**src/rtl/srb_pkg.sv**
```systemverilog
package srb_pkg;

  // Which value slot the next value phase fills.
  typedef enum logic [1:0] {
    VS_HI   = 2'd0,
    VS_LO   = 2'd1,
    VS_OVER = 2'd2
  } vslot_e;

  // Synchronized view of the control lines.
  typedef struct packed {
    logic sel;
    logic dir;
    logic stb;
    logic alat;
  } bus_ctrl_t;

  localparam int CTRL_W = $bits(bus_ctrl_t);

endpackage

```
**src/rtl/srb_sync.sv**
```systemverilog
module srb_sync #(
  parameter int             W      = 1,
  parameter int             STAGES = 2,
  parameter logic [W-1:0]   INIT   = '0
) (
  input  logic         clk,
  input  logic         rst,
  input  logic [W-1:0] d,
  output logic [W-1:0] q
);

  logic [W-1:0] stage_q [STAGES];

  always_ff @(posedge clk) begin
    if (rst) begin
      for (int i = 0; i < STAGES; i++) stage_q[i] <= INIT;
    end else begin
      stage_q[0] <= d;
      for (int i = 1; i < STAGES; i++) stage_q[i] <= stage_q[i-1];
    end
  end

  assign q = stage_q[STAGES-1];

endmodule

```
**src/rtl/srb_phase.sv**
```systemverilog
module srb_phase
  import srb_pkg::*;
#(
  parameter int DW = 8,
  localparam int RW = 2 * DW
) (
  input  logic          clk,
  input  logic          rst,
  input  logic          stb_rise,
  input  logic          stb_level,
  input  logic          alat,
  input  logic          dir,
  input  logic          cs,
  input  logic [DW-1:0] din,
  input  logic [RW-1:0] reg_rdata,
  output logic [DW-1:0] reg_addr,
  output logic          reg_wr,
  output logic [RW-1:0] reg_wdata,
  output logic [DW-1:0] dout,
  output logic          doe,
  output logic          acc_done,
  output logic          addr_seen
);

  vslot_e        slot_q;
  logic [DW-1:0] addr_q, hi_q, lo_q, dout_q;
  logic [RW-1:0] snap_q;
  logic          wr_pend_q, wr_q, rd_phase_q, doe_q, done_q, aseen_q;

  logic addr_ev, val_live, rd_start, rd_hold;

  always_comb begin
    addr_ev  = stb_rise & alat;
    val_live = stb_rise & ~alat & (slot_q != VS_OVER);
    rd_start = val_live & ~dir;
    rd_hold  = stb_level & (rd_start | rd_phase_q);
  end

  always_ff @(posedge clk) begin
    if (rst) begin
      slot_q     <= VS_OVER;
      addr_q     <= '0;
      hi_q       <= '0;
      lo_q       <= '0;
      dout_q     <= '0;
      snap_q     <= '0;
      wr_pend_q  <= 1'b0;
      wr_q       <= 1'b0;
      rd_phase_q <= 1'b0;
      doe_q      <= 1'b0;
      done_q     <= 1'b0;
      aseen_q    <= 1'b0;
    end else begin
      aseen_q    <= addr_ev;
      done_q     <= 1'b0;
      wr_q       <= wr_pend_q;
      wr_pend_q  <= 1'b0;
      rd_phase_q <= rd_hold;
      doe_q      <= rd_hold & ~dir & ~cs;
      if (addr_ev) begin
        addr_q <= din;
        slot_q <= VS_HI;
      end else if (val_live) begin
        case (slot_q)
          VS_HI: begin
            if (dir) begin
              hi_q <= din;
            end else begin
              snap_q <= reg_rdata;
              dout_q <= reg_rdata[RW-1:DW];
            end
            slot_q <= VS_LO;
          end
          default: begin
            if (dir) begin
              lo_q      <= din;
              wr_pend_q <= 1'b1;
            end else begin
              dout_q <= snap_q[DW-1:0];
            end
            done_q <= 1'b1;
            slot_q <= VS_OVER;
          end
        endcase
      end
    end
  end

  assign reg_addr  = addr_q;
  assign reg_wr    = wr_q;
  assign reg_wdata = {hi_q, lo_q};
  assign dout      = dout_q;
  assign doe       = doe_q;
  assign acc_done  = done_q;
  assign addr_seen = aseen_q;

  // the write strobe never lasts two cycles
  p_wr_pulse_r3: assert property (@(posedge clk) disable iff (rst)
    reg_wr |=> !reg_wr);

  // a value phase with no open slot leaves the write word and strobe alone
  p_over_ignored_r7: assert property (@(posedge clk) disable iff (rst)
    (stb_rise && !alat && slot_q == VS_OVER) |=> ($stable(reg_wdata) && !wr_pend_q));

endmodule

```
**src/rtl/srb_busy.sv**
```systemverilog
module srb_busy #(
  parameter int BUSY_CYC = 2,
  localparam int CW = $clog2(BUSY_CYC + 1)
) (
  input  logic clk,
  input  logic rst,
  input  logic cs_rise,
  input  logic cs_fall,
  input  logic acc_done,
  input  logic addr_seen,
  output logic busy
);

  logic          busy_q, pend_q, fin_q;
  logic [CW-1:0] cnt_q;

  always_ff @(posedge clk) begin
    if (rst) begin
      busy_q <= 1'b0;
      pend_q <= 1'b0;
      fin_q  <= 1'b0;
      cnt_q  <= '0;
    end else if (addr_seen) begin
      busy_q <= 1'b0;
      pend_q <= 1'b0;
      fin_q  <= 1'b0;
    end else begin
      if (acc_done) begin
        pend_q <= 1'b1;
        fin_q  <= 1'b0;
      end
      if (cs_rise && pend_q && !fin_q) begin
        busy_q <= 1'b1;
        cnt_q  <= CW'(BUSY_CYC - 1);
      end else if (cs_fall) begin
        busy_q <= 1'b0;
      end else if (busy_q) begin
        if (cnt_q == '0) begin
          busy_q <= 1'b0;
          fin_q  <= 1'b1;
        end else begin
          cnt_q <= cnt_q - 1'b1;
        end
      end
    end
  end

  assign busy = busy_q;

  // the busy window closes when its count runs out
  p_busy_end_r8: assert property (@(posedge clk) disable iff (rst)
    (busy_q && cnt_q == '0 && !cs_fall && !addr_seen) |=> !busy_q);

  // once reported complete, a new select edge reports not busy
  p_busy_quiet_r9: assert property (@(posedge clk) disable iff (rst)
    (cs_rise && fin_q && !acc_done && !addr_seen) |=> !busy_q);

endmodule

```
**src/rtl/srb_target.sv**
```systemverilog
module srb_target
  import srb_pkg::*;
#(
  parameter int DW          = 8,
  parameter int BUSY_CYC    = 2,
  parameter int SYNC_STAGES = 2,
  localparam int RW = 2 * DW
) (
  input  logic          clk,
  input  logic          rst,
  input  logic          bus_cs,
  input  logic          bus_dir,
  input  logic          bus_stb,
  input  logic          bus_alat,
  input  logic [DW-1:0] bus_din,
  output logic [DW-1:0] bus_dout,
  output logic          bus_doe,
  output logic          bus_busy,
  output logic [DW-1:0] reg_addr,
  output logic          reg_wr,
  output logic [RW-1:0] reg_wdata,
  input  logic [RW-1:0] reg_rdata
);

  bus_ctrl_t     ctl_raw, ctl_s;
  logic [DW-1:0] din_s;
  logic          stb_prev_q, cs_prev_q;
  logic          stb_rise, cs_rise, cs_fall;
  logic          acc_done, addr_seen;

  assign ctl_raw = '{sel: bus_cs, dir: bus_dir, stb: bus_stb, alat: bus_alat};

  // Control lines reset to their idle-high level so nothing looks like an edge.
  srb_sync #(.W(CTRL_W), .STAGES(SYNC_STAGES), .INIT({CTRL_W{1'b1}})) u_ctl_sync (
    .clk (clk),
    .rst (rst),
    .d   (ctl_raw),
    .q   (ctl_s)
  );

  srb_sync #(.W(DW), .STAGES(SYNC_STAGES), .INIT('0)) u_dat_sync (
    .clk (clk),
    .rst (rst),
    .d   (bus_din),
    .q   (din_s)
  );

  always_ff @(posedge clk) begin
    if (rst) begin
      stb_prev_q <= 1'b1;
      cs_prev_q  <= 1'b1;
    end else begin
      stb_prev_q <= ctl_s.stb;
      cs_prev_q  <= ctl_s.sel;
    end
  end

  assign stb_rise = ctl_s.stb & ~stb_prev_q;
  assign cs_rise  = ctl_s.sel & ~cs_prev_q;
  assign cs_fall  = ~ctl_s.sel & cs_prev_q;

  srb_phase #(.DW(DW)) u_phase (
    .clk       (clk),
    .rst       (rst),
    .stb_rise  (stb_rise),
    .stb_level (ctl_s.stb),
    .alat      (ctl_s.alat),
    .dir       (ctl_s.dir),
    .cs        (ctl_s.sel),
    .din       (din_s),
    .reg_rdata (reg_rdata),
    .reg_addr  (reg_addr),
    .reg_wr    (reg_wr),
    .reg_wdata (reg_wdata),
    .dout      (bus_dout),
    .doe       (bus_doe),
    .acc_done  (acc_done),
    .addr_seen (addr_seen)
  );

  srb_busy #(.BUSY_CYC(BUSY_CYC)) u_busy (
    .clk       (clk),
    .rst       (rst),
    .cs_rise   (cs_rise),
    .cs_fall   (cs_fall),
    .acc_done  (acc_done),
    .addr_seen (addr_seen),
    .busy      (bus_busy)
  );

  // a steady write direction never enables the data drivers
  p_oe_dir_r5: assert property (@(posedge clk) disable iff (rst)
    (ctl_s.dir && $past(ctl_s.dir)) |-> !bus_doe);

  // busy is only shown while chip select was high
  p_busy_cs_r8: assert property (@(posedge clk) disable iff (rst)
    bus_busy |-> $past(ctl_s.sel));

  // reset clears the host-visible status
  p_reset_r11: assert property (@(posedge clk)
    $past(rst) |-> (!bus_busy && !bus_doe && !reg_wr));

endmodule

```
**config.mk**
```make
export PLATFORM = sky130hd
export DESIGN_NAME = srb_target
export DESIGN_NICKNAME = d
export VERILOG_FILES = /design/src/rtl/srb_pkg.sv /design/src/rtl/srb_sync.sv /design/src/rtl/srb_phase.sv /design/src/rtl/srb_busy.sv /design/src/rtl/srb_target.sv
export SDC_FILE = /design/constraint.sdc
export NUM_CORES = 1
export LEC_CHECK = 0
export ABC_AREA = 1
export BUFFER_PORTS_ARGS = -buffer_cell sky130_fd_sc_hd__buf_4
export CORE_UTILIZATION = 35
export CTS_BUF_LIST = sky130_fd_sc_hd__clkbuf_4 sky130_fd_sc_hd__clkbuf_8 sky130_fd_sc_hd__clkbuf_16
export DETAILED_ROUTE_END_ITERATION = 8
export PLACE_DENSITY_LB_ADDON = 0.2
export REMOVE_ABC_BUFFERS = 1
export SYNTH_ARGS = -nofsm -noshare
export SYNTH_HDL_FRONTEND = slang
export SYNTH_HIERARCHICAL = 1
export SYNTH_SLANG_ARGS = --single-unit
export TNS_END_PERCENT = 50
```
**constraint.sdc**
```tcl
create_clock -name clk -period 2.8 [get_ports clk]
set_input_delay 0.42 -clock clk [delete_from_list [all_inputs] [get_ports clk]]
set_output_delay 0.42 -clock clk [all_outputs]
set_load 0.02 [all_outputs]
```
# Word-level counts from Yosys, hierarchy flattened
# Memory sizes are Yosys's and may differ from the RTL's.
# Cells that the tools add are included.
# op_classes
bitwise	24
reduce_logical	16
muxes	28
eq_ne	3
n_addsub	1
# ops
operator	count
two-way mux 8 bit	5
AND reduction 4 bit	4
two-way mux 1 bit	14
two-way mux 2 bit	7
AND 1 bit	10
inverter 1 bit	9
two-way mux 4 bit	2
bitwise OR 1 bit	5
logical NOT 2 bit	2
!= test 2 x 1 -> 1 bit, second input constant	2
nonzero test 2 bit	2
OR reduction 2 bit	2
OR reduction 4 bit	1
AND reduction 3 bit	1
OR reduction 3 bit	1
logical AND 1 bit	2
!= test 2 bit, second input constant	1
subtractor 2 x 1 -> 2 bit, second input constant	1
logical NOT 1 bit	1
# totals
ramBits	24
mem_count	2
regBits	55
output_inout_bits	35
inputBits	30
# mem_list
name	depth	width	rd	rd_ports_with_merged_regs	write_ports	line	text
u_dat_sync.stage_q	2	8	2	0	2	srb_sync.sv:12	logic [W-1:0] stage_q [STAGES];
u_ctl_sync.stage_q	2	4	2	0	2	srb_sync.sv:12	

# Logic depth before layout (Yosys ltp)
# Gate-level depths: netlist (run 1).
# depth
ltp_word	9
mapped_depth	10
ltp_nobuf	9

# Hierarchy
# Netlist (run 1), hierarchy kept.
# modules_own_cells
mod	instances	cells_per_inst	seq_area_each_um2	area_per_inst_um2
srb_phase	1	292	960.9	2004.4
srb_sync (u_dat_sync)	1	58	320.3	534.3
srb_busy	1	38	100.1	262.8
srb_sync (u_ctl_sync)	1	29	160.2	254.0
srb_target	1	11	40.0	73.8

# Worst setup path after synthesis (run 1)
# Ideal clock, no wire load.
# synth_path
path_type	flip-flop to flip-flop
start	mem u_ctl_sync/stage_q[0][5] (netlist bit)
end	reg u_phase.dout_q[0], in the netlist u_phase/dout[0]
setup_slack_ps	1468
arrival_time_ps	1220
path_stages_with_launch	10
setup_time_ps	113
required_ps	2687
path_cell_list	dfxtp_1 > buf_4 > inv_1 > nor2_1 > inv_2 > nor2_8 > nand3_2 > buf_6 > nor2_1 > nor2_1
# synth_lines
element	line	text
start, declared	srb_sync.sv:12	
end signal, assigned	srb_phase.sv:70	dout_q <= reg_rdata[RW-1:DW];
end signal, assigned	srb_phase.sv:79	dout_q <= snap_q[DW-1:0];
end, declared	srb_phase.sv:26	logic [DW-1:0] addr_q, hi_q, lo_q, dout_q;

==> results of run 1 <==
final timing paths:
kind | from | endpoint | slack, ns
worst max-delay path | u_ctl_sync/stage_q[0][5] | u_phase/lo_q[7] | 1.28
worst min-delay path | bus_stb | u_ctl_sync/stage_q[0][1] | 0.26
worst max register to register | u_ctl_sync/stage_q[0][5] | u_phase/lo_q[7] | 1.28
worst min register to register | u_dat_sync/stage_q[0][5] | u_dat_sync/stage_q[0][13] | 0.40
cell usage in the layout, fill, tap and decap left out, drive strengths merged:
master and instances:
ha 1, o21ai 9, a31oi 1, or2 1
clkinv 2, nand3 8, buf 66, clkbuf 13
nand4 1, nor2 93, inv 80, bufinv 1
nand2 119, a21oi 9, o21a 1, dfxtp 79
clkinvlp 1
synth_stat cells, drive strengths merged:
cell | instances | area, µm²
inv | 80 | 300.3
buf | 19 | 172.7
nand3 | 8 | 80.07
a31oi | 1 | 6.260
o21a | 1 | 7.510
nor2 | 93 | 387.9
nand2 | 119 | 451.7
clkinv | 2 | 7.510
clkbuf | 5 | 18.77
dfxtp | 79 | 1582
ha | 1 | 12.51
nand4 | 1 | 6.260
o21ai | 9 | 45.04
a21oi | 9 | 45.04
or2 | 1 | 6.260
sequential cells by signal, indices dropped and copies added, names as in the netlist, 2 cells and up:
signal,cells
u_phase/reg_addr,8
u_dat_sync/stage_q,16
u_phase/dout,8
u_phase/slot_q,2
u_phase/lo_q,8
u_phase/hi_q,8
u_busy/cnt_q,2
u_ctl_sync/stage_q,8
u_phase/snap_q,8
worst max-delay path, stage by stage, from the launching register on:
cell and delay, ns:
dfxtp_1 0.34, inv_1 0.05, nor2_1 0.14, inv_2 0.09
nor2_8 0.15, nand3_2 0.35, nand2_1 0.18, nand2_1 0.06
nor2_1 0.09
layout make-up:
type,count,area share
Inverter,82,0.08132
Tap cell,108,0.03570
Clock inverter,2,0.009917
Multi-Input combinational cell,243,0.2770
Clock buffer,13,0.04727
Timing Repair Buffer,66,0.1309
Sequential cell,79,0.4179
routing by layer:
metal  track usage  up-vias  routed length, µm
li1              -     1319                  -
met4       0.04779        0                 65
met3       0.06103        8                400
met2        0.2482       47               2853
met5             0        -                  0
met1        0.1435     1089               2631
logic make-up after synthesis:
group           share of synthesized area
simple gates                       0.2979
buf+inv                            0.1595
flops                              0.5054
compound gates                    0.03319
fa+ha+maj                        0.003998
power by group:
group / internal, mW / total (mW) / switching (mW) / leakage [nW]
Combinational: 0.0395 / 0.0844 / 0.0450 / 1.31
Sequential: 1.14 / 1.15 / 0.00989 / 0.642
Clock: 0.505 / 0.887 / 0.382 / 0.108
Total: 1.69 / 2.12 / 0.437 / 2.06
stage by stage:
| step | std cells | util | cell area (µm²) | setup WS [ns] |
|---|---|---|---|---|
| finish | 593 | 0.4361 | 3785 | 1.280 |
| global route | 593 | 0.4361 | 3785 | 1.057 |
| CTS | 593 | 0.4361 | 3785 | 1.231 |
| detailed placement | 578 | 0.4112 | 3568 | 0.9519 |
| global placement | 578 | 0.4112 | 3568 | 0.9848 |
| floorplan | 404 | - | 2938 | 1.452 |
==> impl_metrics.json, run 1 <==
{
  "min_period_ns": 1.520,
  "routed_wl_um": 5950,
  "nets": 512,
  "hold_violations": 0,
  "required_ns": 3.07,
  "cp-start-kind": "flip-flop",
  "seqCellArea_mm2": 0.001582,
  "cts_tree": "built",
  "end_kind": "flip-flop",
  "slew_violations": 0,
  "die_x_um": 96.56,
  "cts_buffer_depth": 2,
  "hold_depth": 3,
  "worst_slew_pin_slew_ns": 0.7701,
  "gr-total-overflow": 0,
  "drc_errors": 0,
  "setup_violations": 0,
  "ctsHoldBuffers": 0,
  "cp_max_fo": 17,
  "cts_sinks": 79,
  "power_density_mw_per_mm2": 560.8,
  "total_power_mw": 2.122,
  "rows": 34,
  "grt_max_degree": 32,
  "ir_drop_uv": 398.0,
  "relSlewSlack": 0.4834,
  "design.portCount": 65,
  "rsz0062_at_grt": "false",
  "setup_tns_ns": 0,
  "cts_resized": 0,
  "numCtsBuffers": 9,
  "track_usage": 0.1387,
  "synth_area_mm2": 0.003129,
  "die_y_um": 96.56,
  "portBuffers": 64,
  "drive_gt1_frac": 0.2021,
  "drt_pass1_iterations": 4,
  "avgRoutedWirePerCell_um": 10.03,
  "antenna_cells": 0,
  "die_area_mm2": 0.009323,
  "multiInputGateArea_mm2": 0.001049,
  "grt_pass1_vias": 2262,
  "n_fill_cell": 942,
  "htreeDepth": 3,
  "arrival_ns": 1.79,
  "outcome": "complete, no violations",
  "synth_seq_cells": 79,
  "drt-vias-per-instance": 4.153,
  "post_cts_buffers": 0,
  "num_vias": 2463,
  "maxClockFrequency_ghz": 0.6581,
  "clk_pin_slew_ns": 0.07,
  "core_mm2": 0.008678,
  "finClkSkew_ns": 0.009452,
  "reg2regPathDepth": 8,
  "drt_iter0_drc": 65,
  "p_leak_nw": 2.063,
  "antenna_found_initial": 0,
  "area_delta_synth_final_pct": 20.95,
  "yosysUniqueCellTypes": 25,
  "holdWs_ns": 0.2570,
  "root_buffer": "clkbuf_8",
  "clk_latency_ns": 0.34,
  "holdCritPathClass": "input pin to flip-flop",
  "antenna_left": 0,
  "finalCritPeriodShare": 0.5427,
  "start_util": 0.3606,
  "synth_cells": 428,
  "ys_warn_count": 6,
  "avgSynthCellArea_um2": 7.311,
  "drv_cap": 0,
  "grt_pass1_wl_um": 9680,
  "gp_congestion": 0.7399,
  "crit_type": "flip-flop to flip-flop",
  "seq_area_frac_synth": 0.5054,
  "dp_hpwl_um": 4090
}
No activity file was read; power rests on OpenSTA's default activity.
==> inputs of run 2 (changes only) <==
clock period = 1.54 ns   (was 2.8 ns; I/O delays follow)
==> impl_metrics.json, run 2 (synthesis results as in run 1) <==
{
  "outcome": "complete, no violations",
  "finClkSkew_ns": 0.007425,
  "crit_start": "u_ctl_sync/stage_q[0][5]",
  "hold_violations": 0,
  "drive_gt1_frac": 0.2102,
  "grt_pass1_vias": 2238,
  "drc_errors": 0,
  "post_cts_buffers": 0,
  "numCtsBuffers": 9,
  "cp_max_fo": 17,
  "cts_buffer_depth": 2,
  "portBuffers": 64,
  "antenna_left": 0,
  "drt_pass1_iterations": 6,
  "die_area_mm2": 0.009323,
  "setup_violations": 0,
  "cts_tree": "built",
  "arrival_ns": 1.61,
  "power_density_mw_per_mm2": 1037,
  "fin_area_mm2": 0.003850,
  "dp_hpwl_um": 4154,
  "hold_path.startpoint": "bus_stb",
  "crit_type": "flip-flop to flip-flop",
  "final_common_cell": "nand2_1",
  "min_period_ns": 1.335,
  "most-common-layout-cells": "nand2_1, nor2_1, dfxtp_1",
  "regMostFlops": "u_dat_sync/stage_q",
  "holdWs_ns": 0.06935,
  "maxClockFrequency_ghz": 0.7492,
  "total_power_mw": 3.993,
  "htreeDepth": 3,
  "setup_tns_ns": 0,
  "finalCritPeriodShare": 0.8668,
  "required_ns": 1.82,
  "area_delta_synth_final_pct": 23.03,
  "clk_pin_slew_ns": 0.08,
  "grt_max_degree": 32,
  "drt-vias-per-instance": 4.112,
  "end_kind": "flip-flop",
  "avgRoutedWirePerCell_um": 10.09,
  "grt_pass1_wl_um": 9956,
  "gr-total-overflow": 0,
  "timing.rr.start": "u_ctl_sync/stage_q[0][5]",
  "root_buffer": "clkbuf_8",
  "core_mm2": 0.008678,
  "routed_wl_um": 6031,
  "ir_drop_uv": 490.7,
  "cp-start-kind": "flip-flop",
  "num_vias": 2459,
  "holdCritPathClass": "input pin to flip-flop",
  "antenna_found_initial": 0,
  "gp_congestion": 0.7528,
  "clk_latency_ns": 0.34,
  "die_y_um": 96.56,
  "nets": 516,
  "die_x_um": 96.56,
  "p_leak_nw": 2.099,
  "ctsHoldBuffers": 0,
  "drv_cap": 0,
  "relSlewSlack": 0.7481,
  "antenna_cells": 0,
  "rsz0062_at_grt": "false",
  "cts_resized": 0,
  "worst_slew_pin_slew_ns": 0.3779,
  "dpl_cell_area_mm2": 0.003611,
  "largest_reg_flops": 16,
  "slew_violations": 0,
  "start_util": 0.3606,
  "track_usage": 0.1410,
  "design.portCount": 65,
  "rows": 34,
  "cts_sinks": 79,
  "drt_iter0_drc": 71
}
[run 2: final cells by class]
cell class / count / area, µm²
Clock buffer: 13 / 166.4
Clock inverter: 3 / 65.06
Fill cell: 907 / 4828
Inverter: 82 / 307.8
Multi-Input combinational cell: 243 / 1056
Sequential cell: 79 / 1582
Tap cell: 108 / 135.1
Timing Repair Buffer: 70 / 538.0
[run 2: worst paths after layout]
| check | slack (ns) | cells after the start | end |
|---|---|---|---|
| min reg2reg | 0.41 | 2 | u_dat_sync/stage_q[0][13] |
| min | 0.07 | 3 | u_ctl_sync/stage_q[0][1] |
| max | 0.21 | 9 | u_phase/lo_q[0] |
| max reg2reg | 0.21 | 9 | u_phase/lo_q[0] |
[run 2: per-stage QoR]
stage | util | setup WS, ns | instances
floorplan | - | 0.2964 | 404
global placement | 0.4161 | 0.1678 | 582
detailed placement | 0.4161 | 0.09754 | 582
CTS | 0.4428 | 0.08543 | 598
global route | 0.4436 | 0.03303 | 598
finish | 0.4436 | 0.2052 | 598
[run 2: worst max-delay path, stage by stage (launching register included)]
cell and delay (ns):
dfxtp_1 0.33, inv_1 0.05, nor2_1 0.15, inv_2 0.09, nor2_8 0.16, nand3_2 0.08
buf_4 0.21, nand2_1 0.07, nand2_1 0.04, nor2_1 0.09
[run 2: power by group]
group          switching [mW]  internal, mW  total [mW]
Clock                   0.701          1.04        1.74
Combinational          0.0848        0.0783       0.163
Sequential             0.0185          2.07        2.09
Total                   0.804          3.19        3.99
[run 2: layer usage]
layer,vias up,share of wire,global-route usage,routed length [µm]
met5,-,0,0,0
met4,0,0.014,0.05147,84
met3,9,0.058,0.05243,348
met2,49,0.46,0.2312,2767
met1,1069,0.47,0.1681,2830
li1,1332,-,-,-
==> inputs of run 3 (changes only) <==
CELL_PAD_IN_SITES_DETAIL_PLACEMENT = 0   (was unset)
CELL_PAD_IN_SITES_GLOBAL_PLACEMENT = 1   (was unset)
==> impl_metrics.json, run 3 (synthesis results as in run 1) <==
{
  "finalCritPeriodShare": 0.8626,
  "slew_violations": 0,
  "grt_max_degree": 32,
  "min_to": "u_ctl_sync/stage_q[0][0]",
  "area_delta_synth_final_pct": 21.47,
  "required_ns": 1.77,
  "share_comb_of_total_power": 0.044,
  "drv_cap": 0,
  "cp-start-kind": "flip-flop",
  "portBuffers": 64,
  "numCtsBuffers": 9,
  "antenna_cells": 0,
  "power_frac_clock": 0.384,
  "relSlewSlack": 0.7547,
  "core_mm2": 0.008678,
  "path_delay_family": "simple AND/OR/NAND/NOR gates",
  "maxClockFrequency_ghz": 0.7528,
  "most-common-layout-cells": "nand2_1, nor2_1, dfxtp_1",
  "power_density_mw_per_mm2": 963.3,
  "root_buffer": "clkbuf_8",
  "final_common_cell": "nand2_1",
  "drt-vias-per-instance": 4.144,
  "rsz0062_at_grt": "false",
  "drt_iter0_drc": 102,
  "htreeDepth": 3,
  "post_cts_buffers": 0,
  "worst_slew_pin_slew_ns": 0.3679,
  "nets": 517,
  "drive_gt1_frac": 0.2118,
  "gr-total-overflow": 0,
  "seqCellArea_mm2": 0.001582,
  "cp_num_buf_inv": 2,
  "cts_tree": "built",
  "dp_hpwl_um": 4202,
  "min_period_ns": 1.328,
  "sw_frac_of_total": 0.2227,
  "dpl_cell_area_mm2": 0.003606,
  "r2r_setup_slack_ns": 0.21,
  "grt_pass1_vias": 2218,
  "num_vias": 2482,
  "power_switching_mw": 0.8155,
  "pre_cts_ws_ns": 0.1125,
  "track_usage": 0.1427,
  "avgRoutedWirePerCell_um": 10.18,
  "arrival_ns": 1.56,
  "p_leak_nw": 2.072,
  "cp_common_cell": "nor2_1",
  "multiInputGateArea_mm2": 0.001056,
  "cpPeakStageDelay_ns": 0.33,
  "routed_wl_um": 6095,
  "clk_pin_slew_ns": 0.08,
  "largest_reg_flops": 16,
  "fin_area_mm2": 0.003801,
  "hold_path.startpoint": "bus_alat",
  "seqPwrFrac": 0.571,
  "cp_max_fo": 16,
  "die_y_um": 96.56,
  "clk_latency_ns": 0.34,
  "end_kind": "flip-flop",
  "die_x_um": 96.56,
  "dpl.cell_count": 583,
  "gp_congestion": 0.7073,
  "grt_pass1_wl_um": 10030,
  "antenna_left": 0,
  "start_util": 0.3606,
  "design.portCount": 65,
  "final_core_utilization": 0.4380,
  "hold_depth": 3,
  "slowest_stage": "dfxtp_1",
  "crit_type": "flip-flop to flip-flop",
  "outcome": "complete, no violations",
  "n_fill_cell": 923,
  "drt_pass1_iterations": 4,
  "ir_drop_uv": 470.6,
  "die_area_mm2": 0.009323,
  "fin_ws_ns": 0.2115,
  "holdWs_ns": 0.07939,
  "antenna_found_initial": 0,
  "setup_violations": 0,
  "setup_tns_ns": 0,
  "regMostFlops": "u_dat_sync/stage_q",
  "cts_buffer_depth": 2,
  "total_power_mw": 3.662,
  "path_cells": "inv_1, nor2_1, inv_2, nor2_8, nand3_4, nor2_1, nor2_1",
  "intPower_mw": 2.846,
  "hold_violations": 0,
  "reg2reg_to": "u_phase/hi_q[4]",
  "ctsHoldBuffers": 0,
  "rows": 34,
  "cts_sinks": 79,
  "fin_cells": 599,
  "holdCritPathClass": "input pin to flip-flop",
  "timing.rr.start": "u_ctl_sync/stage_q[0][5]",
  "finClkSkew_ns": 0.01268,
  "reg2regPathDepth": 7,
  "drc_errors": 0
}
-- run 3: cell count changes in the layout (fill, tap and decap cells not counted) --
cell,previous run,this run
clkbuf_4,2,1
inv_6,0,1
buf_4,69,71
bufinv_16,2,0
buf_12,1,0
clkinvlp_4,0,2
-- run 3: area by class of cell --
type                       count  area share
inverter                      82     0.08097
clock inverter                 4    0.007571
sequential                    79      0.4161
tap                          108     0.03555
clock buffer                  12     0.04180
multi-input combinational    243      0.2778
timing repair buffer          71      0.1402
-- run 3: per-layer routing --
metal	track usage	vias up	wire length, µm
met3	0.03443	4	327
met4	0.05882	0	44
met5	0	-	0
li1	-	1336	-
met1	0.1820	1091	2975
met2	0.2306	51	2747
-- run 3: worst max-delay path by stage --
stage / start / endpoint / slack (ns) / cells past startpoint
after detailed placement: u_ctl_sync/stage_q[0][5] / u_phase/dout[2] / 0.11 / 7
after global placement: u_ctl_sync/stage_q[0][5] / u_phase/dout[5] / 0.16 / 7
after floorplan: u_ctl_sync/stage_q[0][5] / u_phase/dout[0] / 0.30 / 7
after global routing: u_ctl_sync/stage_q[0][5] / u_phase/hi_q[5] / 0.05 / 8
after CTS: u_ctl_sync/stage_q[0][5] / u_phase/dout[2] / 0.09 / 7
final: u_ctl_sync/stage_q[0][5] / u_phase/hi_q[4] / 0.21 / 7
-- run 3: power groups by stage --
stage | clock, mW | combinational (mW) | sequential, mW
after floorplan | 0 | 0.0614 | 2.14
after global placement | 0 | 0.164 | 2.14
after detailed placement | 0 | 0.166 | 2.14
after CTS | 1.47 | 0.166 | 2.09
after global routing | 1.57 | 0.183 | 2.10
final | 1.41 | 0.163 | 2.09
-- run 3: what timing repair did --
item                                   CTS  global route
setup endpoints to repair                0            10
gates resized for setup                  0             1
endpoints found under the hold margin    0             0
-- run 3: worst register-to-register path, delay by kind of cell (launching register included) --
family        cells  cell delay, ns
buf+inv           2            0.14
flops             1            0.33
simple gates      5            0.76
